$ cat src/rtl/puc_pkg.sv
// Shared types for the pattern-unlock controller.
package puc_pkg;
    // Lock phases: unarmed, matching key bits, latched mismatch, transfer.
    typedef enum logic [1:0] {
        ST_IDLE  = 2'd0,
        ST_MATCH = 2'd1,
        ST_FAIL  = 2'd2,
        ST_XFER  = 2'd3
    } puc_state_e;
endpackage

$ cat src/rtl/puc_sync.sv
// Multi-stage synchroniser for a vector of asynchronous bus inputs.
// Assumes each bit is independent; the reset value is chosen per bit.
module puc_sync #(
    parameter int             W       = 5,
    parameter int             STAGES  = 2,
    parameter logic [W-1:0]   RST_VAL = '1
) (
    input  logic         clk,
    input  logic         rst_n,
    input  logic [W-1:0] d,
    output logic [W-1:0] q
);
    logic [W-1:0] pipe [STAGES];

    // Shift the inputs through STAGES flops.
    always_ff @(posedge clk) begin
        if (!rst_n) begin
            for (int i = 0; i < STAGES; i++) pipe[i] <= RST_VAL;
        end else begin
            pipe[0] <= d;
            for (int i = 1; i < STAGES; i++) pipe[i] <= pipe[i-1];
        end
    end

    assign q = pipe[STAGES-1];
endmodule

$ cat src/rtl/puc_cycle_detect.sv
// Turns synchronised strobes into one event per bus cycle, raised when chip
// enable deasserts. It assumes the strobes were stable during the last clock
// of the cycle. A read wins when both enables were low.
module puc_cycle_detect (
    input  logic clk,
    input  logic rst_n,
    input  logic ce_s,
    input  logic oe_s,
    input  logic we_s,
    input  logic dq_s,
    output logic evt_read,
    output logic evt_write,
    output logic evt_data
);
    logic ce_prev, oe_prev, we_prev, dq_prev;

    // Keep the previous strobe and data levels for edge classification.
    always_ff @(posedge clk) begin
        if (!rst_n) begin
            ce_prev <= 1'b1;
            oe_prev <= 1'b1;
            we_prev <= 1'b1;
            dq_prev <= 1'b0;
        end else begin
            ce_prev <= ce_s;
            oe_prev <= oe_s;
            we_prev <= we_s;
            dq_prev <= dq_s;
        end
    end

    // Classify the cycle that just ended.
    always_comb begin
        evt_read  = ce_s && !ce_prev && !oe_prev;
        evt_write = ce_s && !ce_prev && oe_prev && !we_prev;
        evt_data  = dq_prev;
    end
endmodule

$ cat src/rtl/puc_lock_fsm.sv
// Key matcher and transfer sequencer. It walks the key one bit per write,
// latches on a mismatch, and rewinds on a read. After a full match it counts
// REG_BITS transfer cycles. Assumes at most one bus event per clock.
module puc_lock_fsm
    import puc_pkg::*;
#(
    parameter int                 KEY_BITS = 64,
    parameter logic [KEY_BITS-1:0] KEY     = 64'h5CA3_3AC5_5CA3_3AC5,
    parameter int                 REG_BITS = 64,
    localparam int                KP_W     = $clog2(KEY_BITS),
    localparam int                XP_W     = $clog2(REG_BITS)
) (
    input  logic             clk,
    input  logic             rst_n,
    input  logic             evt_read,
    input  logic             evt_write,
    input  logic             evt_data,
    input  logic             pin_rst_s,
    input  logic             rst_enable_bit,
    output puc_state_e       state,
    output logic [XP_W-1:0]  xfer_ptr,
    output logic             xfer_wr
);
    localparam logic [KP_W-1:0] KEY_LAST  = KP_W'(KEY_BITS - 1);
    localparam logic [XP_W-1:0] XFER_LAST = XP_W'(REG_BITS - 1);

    logic [KP_W-1:0] key_ptr;
    logic            cancel;

    // A low reset pin cancels matching when the register flag allows it.
    assign cancel  = !pin_rst_s && !rst_enable_bit;
    assign xfer_wr = (state == ST_XFER) && evt_write;

    // Advance the lock state on each completed bus cycle.
    always_ff @(posedge clk) begin
        if (!rst_n) begin
            state    <= ST_IDLE;
            key_ptr  <= '0;
            xfer_ptr <= '0;
        end else begin
            case (state)
                ST_IDLE, ST_FAIL: begin
                    if (evt_read) begin
                        state   <= ST_MATCH;
                        key_ptr <= '0;
                    end
                end
                ST_MATCH: begin
                    if (evt_read) begin
                        key_ptr <= '0;
                    end else if (cancel) begin
                        state   <= ST_IDLE;
                        key_ptr <= '0;
                    end else if (evt_write) begin
                        if (evt_data == KEY[key_ptr]) begin
                            if (key_ptr == KEY_LAST) begin
                                state    <= ST_XFER;
                                key_ptr  <= '0;
                                xfer_ptr <= '0;
                            end else begin
                                key_ptr <= key_ptr + 1'b1;
                            end
                        end else begin
                            state <= ST_FAIL;
                        end
                    end
                end
                default: begin
                    if (evt_read || evt_write) begin
                        if (xfer_ptr == XFER_LAST) begin
                            state    <= ST_IDLE;
                            xfer_ptr <= '0;
                        end else begin
                            xfer_ptr <= xfer_ptr + 1'b1;
                        end
                    end
                end
            endcase
        end
    end

    AST_IDLE_IGNORES_WRITE: assert property (@(posedge clk) disable iff (!rst_n)
        (state == ST_IDLE && !evt_read) |=> (state == ST_IDLE));
    AST_UNLOCK_AFTER_MATCH: assert property (@(posedge clk) disable iff (!rst_n)
        $rose(state == ST_XFER) |-> $past(state == ST_MATCH && evt_write && key_ptr == KEY_LAST));
    AST_FAIL_LATCHED: assert property (@(posedge clk) disable iff (!rst_n)
        (state == ST_FAIL && !evt_read) |=> (state == ST_FAIL));
    AST_READ_REWINDS: assert property (@(posedge clk) disable iff (!rst_n)
        (evt_read && state != ST_XFER) |=> (state == ST_MATCH && key_ptr == '0));
    AST_RELOCK_AT_END: assert property (@(posedge clk) disable iff (!rst_n)
        (state == ST_XFER && xfer_ptr == XFER_LAST && (evt_read || evt_write)) |=> (state == ST_IDLE));
    AST_CANCEL_MATCH: assert property (@(posedge clk) disable iff (!rst_n)
        (state == ST_MATCH && !evt_read && cancel) |=> (state == ST_IDLE));
endmodule

$ cat src/rtl/puc_regfile.sv
// Bit-addressed serial register file. One bit is written per transfer write.
// The bit at the current transfer position is offered for reads. Assumes the
// index is always below REG_BITS.
module puc_regfile #(
    parameter int  REG_BITS  = 64,
    parameter int  RSTEN_BIT = 4,
    localparam int XP_W      = $clog2(REG_BITS)
) (
    input  logic            clk,
    input  logic            rst_n,
    input  logic            wr_en,
    input  logic [XP_W-1:0] idx,
    input  logic            wdata,
    output logic            rdata,
    output logic            rst_enable_bit
);
    logic [REG_BITS-1:0] bits;

    // Store the written bit at the transfer position.
    always_ff @(posedge clk) begin
        if (!rst_n) bits <= '0;
        else if (wr_en) bits[idx] <= wdata;
    end

    assign rdata          = bits[idx];
    assign rst_enable_bit = bits[RSTEN_BIT];

    AST_WRITE_LANDS: assert property (@(posedge clk) disable iff (!rst_n)
        wr_en |=> (bits[$past(idx)] == $past(wdata)));
endmodule

$ cat src/rtl/pattern_unlock_ctrl.sv
// Top level: synchronises the host strobes, detects bus cycles, runs the key
// lock, and gates the SRAM chip enable and the DQ0 driver. Assumes the host
// holds each strobe for at least STAGES+1 clocks.
module pattern_unlock_ctrl
    import puc_pkg::*;
#(
    parameter int                  KEY_BITS  = 64,
    parameter logic [KEY_BITS-1:0] KEY       = 64'h5CA3_3AC5_5CA3_3AC5,
    parameter int                  REG_BITS  = 64,
    parameter int                  RSTEN_BIT = 4,
    parameter int                  STAGES    = 2,
    localparam int                 XP_W      = $clog2(REG_BITS)
) (
    input  logic clk,
    input  logic rst_n,
    input  logic bus_ce_n,
    input  logic bus_oe_n,
    input  logic bus_we_n,
    input  logic dq0_in,
    input  logic hold_rst_n,
    output logic ram_ce_n,
    output logic dq0_oe,
    output logic dq0_out,
    output logic unlocked
);
    logic [4:0]      sync_q;
    logic            evt_read, evt_write, evt_data;
    logic            rst_enable_bit, xfer_wr, rd_bit;
    logic [XP_W-1:0] xfer_ptr;
    puc_state_e      state;

    puc_sync #(.W(5), .STAGES(STAGES), .RST_VAL(5'b11101)) u_sync (
        .clk (clk),
        .rst_n (rst_n),
        .d ({hold_rst_n, bus_ce_n, bus_oe_n, dq0_in, bus_we_n}),
        .q (sync_q)
    );

    puc_cycle_detect u_cyc (
        .clk (clk),
        .rst_n (rst_n),
        .ce_s (sync_q[3]),
        .oe_s (sync_q[2]),
        .we_s (sync_q[0]),
        .dq_s (sync_q[1]),
        .evt_read (evt_read),
        .evt_write (evt_write),
        .evt_data (evt_data)
    );

    puc_lock_fsm #(.KEY_BITS(KEY_BITS), .KEY(KEY), .REG_BITS(REG_BITS)) u_fsm (
        .clk (clk),
        .rst_n (rst_n),
        .evt_read (evt_read),
        .evt_write (evt_write),
        .evt_data (evt_data),
        .pin_rst_s (sync_q[4]),
        .rst_enable_bit (rst_enable_bit),
        .state (state),
        .xfer_ptr (xfer_ptr),
        .xfer_wr (xfer_wr)
    );

    puc_regfile #(.REG_BITS(REG_BITS), .RSTEN_BIT(RSTEN_BIT)) u_regs (
        .clk (clk),
        .rst_n (rst_n),
        .wr_en (xfer_wr),
        .idx (xfer_ptr),
        .wdata (evt_data),
        .rdata (rd_bit),
        .rst_enable_bit (rst_enable_bit)
    );

    // Gate the RAM and the DQ0 driver by the lock phase.
    always_comb begin
        unlocked = (state == ST_XFER);
        ram_ce_n = bus_ce_n | unlocked;
        dq0_oe   = unlocked & ~bus_ce_n & ~bus_oe_n;
        dq0_out  = rd_bit;
    end

    AST_NO_DRIVE_WHEN_LOCKED: assert property (@(posedge clk) disable iff (!rst_n)
        (state != ST_XFER) |-> !dq0_oe);
endmodule

$ cat config.mk
export PLATFORM = sky130hd
export DESIGN_NAME = pattern_unlock_ctrl
export DESIGN_NICKNAME = d
export VERILOG_FILES = /design/src/rtl/puc_pkg.sv /design/src/rtl/puc_sync.sv /design/src/rtl/puc_cycle_detect.sv /design/src/rtl/puc_lock_fsm.sv /design/src/rtl/puc_regfile.sv /design/src/rtl/pattern_unlock_ctrl.sv
export SDC_FILE = /design/constraint.sdc
export NUM_CORES = 1
export LEC_CHECK = 0
export CORE_ASPECT_RATIO = 0.7
export CORE_UTILIZATION = 34
export CTS_BUF_LIST = sky130_fd_sc_hd__clkbuf_4 sky130_fd_sc_hd__clkbuf_8 sky130_fd_sc_hd__clkbuf_16
export CTS_CLUSTER_SIZE = 24
export DETAILED_ROUTE_END_ITERATION = 8
export HOLD_SLACK_MARGIN = 0.1
export PLACE_DENSITY = 0.58
export SETUP_SLACK_MARGIN = 0.5
export SLEW_MARGIN = 20
export SYNTH_ARGS = -nofsm -noshare
export SYNTH_HDL_FRONTEND = slang
export SYNTH_SLANG_ARGS = --single-unit
$ cat constraint.sdc
create_clock -name clk -period 4.4 [get_ports clk]
set_input_delay 1.32 -clock clk [delete_from_list [all_inputs] [get_ports clk]]
set_output_delay 1.32 -clock clk [all_outputs]
set_load 0.1 [all_outputs]
==> flow_metrics.py <==
metrics = {
    "floorplanning": {
        "dieArea_mm2": 0.0140,
        "initial_core_util_pct": 35.0,
        "die_w_um": 141,
        "io_pins": 11,
        "design.core.area_mm2": 0.0132,
        "rows": 35,
        "die_y_um": 99.4,
    },
    "timing": {
        "fin_setup_tns_ns": 0,
        "max_slew_margin_pct": 38.3,
        "fin_crit_ns": 3.74,
        "worstMarginPinSlew_ns": 0.921,
        "hold_viol_final": 0,
        "finalSetupViolCount": 0,
        "rsz0062_at_grt": "no",
        "final_max_slew_viol_count": 0,
        "min_period_over_period_pct": 85.1,
        "timing.fmax_ghz": 0.267,
        "fin_worst_skew_ns": 0.00952,
    },
    "clock_network": {
        "clkLatencyLatePin_ns": 0.34,
        "cts_tree": "yes",
        "cts.sinks": 93,
        "cts_root_buffer": "clkbuf_16",
        "cts_buffers": 9,
        "clk_pin_slew_ns": 0.07,
        "cts_max_level": 3,
        "clk_path_buf_depth": 2,
        "postCtsHoldBufs": 0,
    },
    "grt": {
        "grt_usage_pct": 16.8,
        "grt_pass1_wl_um": 18200,
        "antenna_found_initial": 0,
        "grt_pass1_vias": 3422,
        "grt_max_degree": 68,
        "overflow": 0,
    },
    "min_path": {
        "worstHoldStart": "u_sync.pipe[0][7]$_SDFF_PN1_",
        "holdCritPathClass": "reg2reg",
    },
    "logic_synthesis": {
        "syn-cell-area_mm2": 0.00461,
        "synth_seq_cells": 93,
        "synth-main-ff-cell": "dfxtp_1",
        "synth.avg_cell_area_um2": 8.52,
        "synth_nets": 550,
        "yosysSeqAreaShare_pct": 40.4,
        "synth_cell_types": 63,
        "ys_warn_count": 0,
        "synth_edf_count": 0,
        "async_flop_share_pct": 0,
        "netlist_instances": 541,
    },
    "pwr": {
        "power_mw": 1.67,
        "power.leakage_nw": 1.91,
        "power.density_mw_per_mm2": 313,
        "peakVddDrop_v": 0.000204,
    },
    "critical_path": {
        "crit_path_start": "u_fsm.xfer_ptr[2]$_SDFFE_PN0P_",
        "r2r_start": "u_fsm.state[0]$_SDFFE_PN0P_",
        "cp-end-kind": "output pin",
        "arrival_ns": 2.42,
        "cp.required_ns": 3.08,
        "setup.worst_path.start_class": "register",
        "path_max_fanout": 10,
        "worst-setup-path-type": "reg2out",
    },
    "routing": {
        "drtAntennaViolNets": 0,
        "wire_per_inst_um": 15.3,
        "vias": 3836,
        "vias_per_cell": 5.23,
        "drt_iter0_drc": 373,
        "wl_um": 11200,
        "drt_pass1_iterations": 5,
        "drc": 0,
    },
    "placement": {
        "gp_congestion": 0.828,
        "hpwl_um": 7410,
        "placed_area_mm2": 0.00489,
        "port-buffer-count": 10,
    },
    "finish": {
        "final_area_mm2": 0.00533,
        "nFillCells": 1318,
        "layout.area.seq_mm2": 0.00187,
        "layout.nets": 553,
        "syn_to_final_growth_pct": 15.6,
        "post_route_cells_drive_above_1_share_pct": 14.6,
        "multi_input_area_mm2": 0.00258,
        "diodes": 0,
    },
    "status": {
        "status": "finished, final reports clean",
    },
    "job": {
        "drv_cap": 0,
    },
}
[layout by cell type (no fill, tap or decap), drive strengths merged, types with 2 or more instances in the layout]
cell	synthesis	routed
dfxtp	93	93
nand2	83	83
nor2	81	81
mux2i	56	56
nand3	41	41
a21oi	31	31
buf	16	26
nand2b	14	14
nor3	11	11
mux4	10	10
clkbuf	25	10
o21ai	6	6
clkdlybuf4s50	0	6
and3	5	5
o22ai	5	5
and2	5	5
inv	2	5
or3	4	4
nor2b	4	4
nor3b	3	3
mux2	3	3
a211oi	3	3
a31oi	3	3
clkinv	1	3
nand4	2	2
nand3b	2	2
xor2	2	2
ha	2	2
and4bb	2	2
or2	2	2
or4b	2	2
a221oi	2	2
[metrics by stage]
stage	instances	utilization, %	hold slack, ns	worst slack [ns]
2_1_floorplan	541	-	0.386	0.551
3_3_place_gp	707	37.1	0.389	0.725
3_5_place_dp	707	37.1	0.395	0.668
4_1_cts	723	39.6	0.404	0.527
5_1_grt	734	40.4	0.421	0.504
6_report	734	40.4	0.400	0.657
[cell type report]
class                   count  area share [%]
repair buffers             33            6.20
inverters                   3           0.211
multi-input cells         404            48.4
flip-flops and latches     93            35.2
clock inverters             7            1.39
clock buffers               9            4.23
well taps                 185            4.35
[cell families after synthesis]
group	share of synthesized area, %
AO/OA/AOI/OAI	9.29
XOR/XNOR	0.733
adder cells (fa/ha/maj)	0.543
buffers and inverters	4.05
flip-flops	40.4
multiplexers	17.9
AND/OR/NAND/NOR	27.1
[routing by layer]
layer / vias up / global-route usage, % / wire, µm
met5: - / 0 / 0
met4: 0 / 5.10 / 123
met3: 10 / 4.00 / 581
met2: 103 / 24.0 / 4760
met1: 1836 / 24.7 / 5740
li1: 1887 / - / -
[sequential cells by signal, indices dropped and copies added, names as in the netlist, named ones only]
name,flops
u_regs.bits,64
u_fsm.state,2
u_cyc.we_prev,1
u_sync.pipe,10
u_cyc.oe_prev,1
u_cyc.ce_prev,1
u_cyc.evt_data,1
u_fsm.xfer_ptr,6
u_fsm.key_ptr,6
[where the power goes]
part,switching (mW),internal (mW)
registers,0.00216,0.845
clock network,0.339,0.443
logic,0.0263,0.0134
[cells in the mapped netlist (2+ instances only)]
cell / n / share of area, %
a211oi_1: 2 / 0.33
a21oi_1: 31 / 3.4
a221oi_1: 2 / 0.38
a31oi_1: 2 / 0.27
and2_1: 5 / 0.68
and3_1: 5 / 0.68
buf_2: 14 / 1.5
clkbuf_1: 25 / 2.0
dfxtp_1: 93 / 40
ha_1: 2 / 0.54
mux2_2: 2 / 0.49
mux2i_1: 55 / 12
mux4_2: 10 / 4.9
nand2_1: 82 / 6.7
nand2b_1: 14 / 1.9
nand3_1: 41 / 4.5
nand3b_1: 2 / 0.33
nand4_1: 2 / 0.27
nor2_1: 81 / 6.6
nor2b_1: 4 / 0.54
nor3_1: 11 / 1.2
nor3b_2: 2 / 0.54
o21ai_0: 6 / 0.65
o22ai_1: 5 / 0.68
or3_1: 4 / 0.54
xor2_1: 2 / 0.38
[critical path, stage by stage, from the launching register on]
cell and delay [ns]:
dfxtp_4 0.38, buf_12 0.13, mux2_2 0.32, a22o_1 0.19
a221oi_2 0.21, o22ai_1 0.10, or4_4 0.57, buf_12 0.18
[worst paths after layout]
kind	slack [ns]	end	depth (start not counted)
max	0.66	dq0_out	7
min	0.40	u_cyc.oe_prev$_SDFF_PN1_	1
max reg2reg	1.85	u_regs.bits[36]$_SDFFE_PN0P_	7
min reg2reg	0.40	u_cyc.oe_prev$_SDFF_PN1_	1
[timing repair]
action | in CTS | in global routing
setup buffers | 0 | 10
pin swaps | 1 | 0
hold endpoints to repair | 0 | 0
endpoints found under the setup margin | 1 | 1
gates resized for setup | 8 | 3
cloned | 0 | 1
No activity file was read; power rests on OpenSTA's default activity.
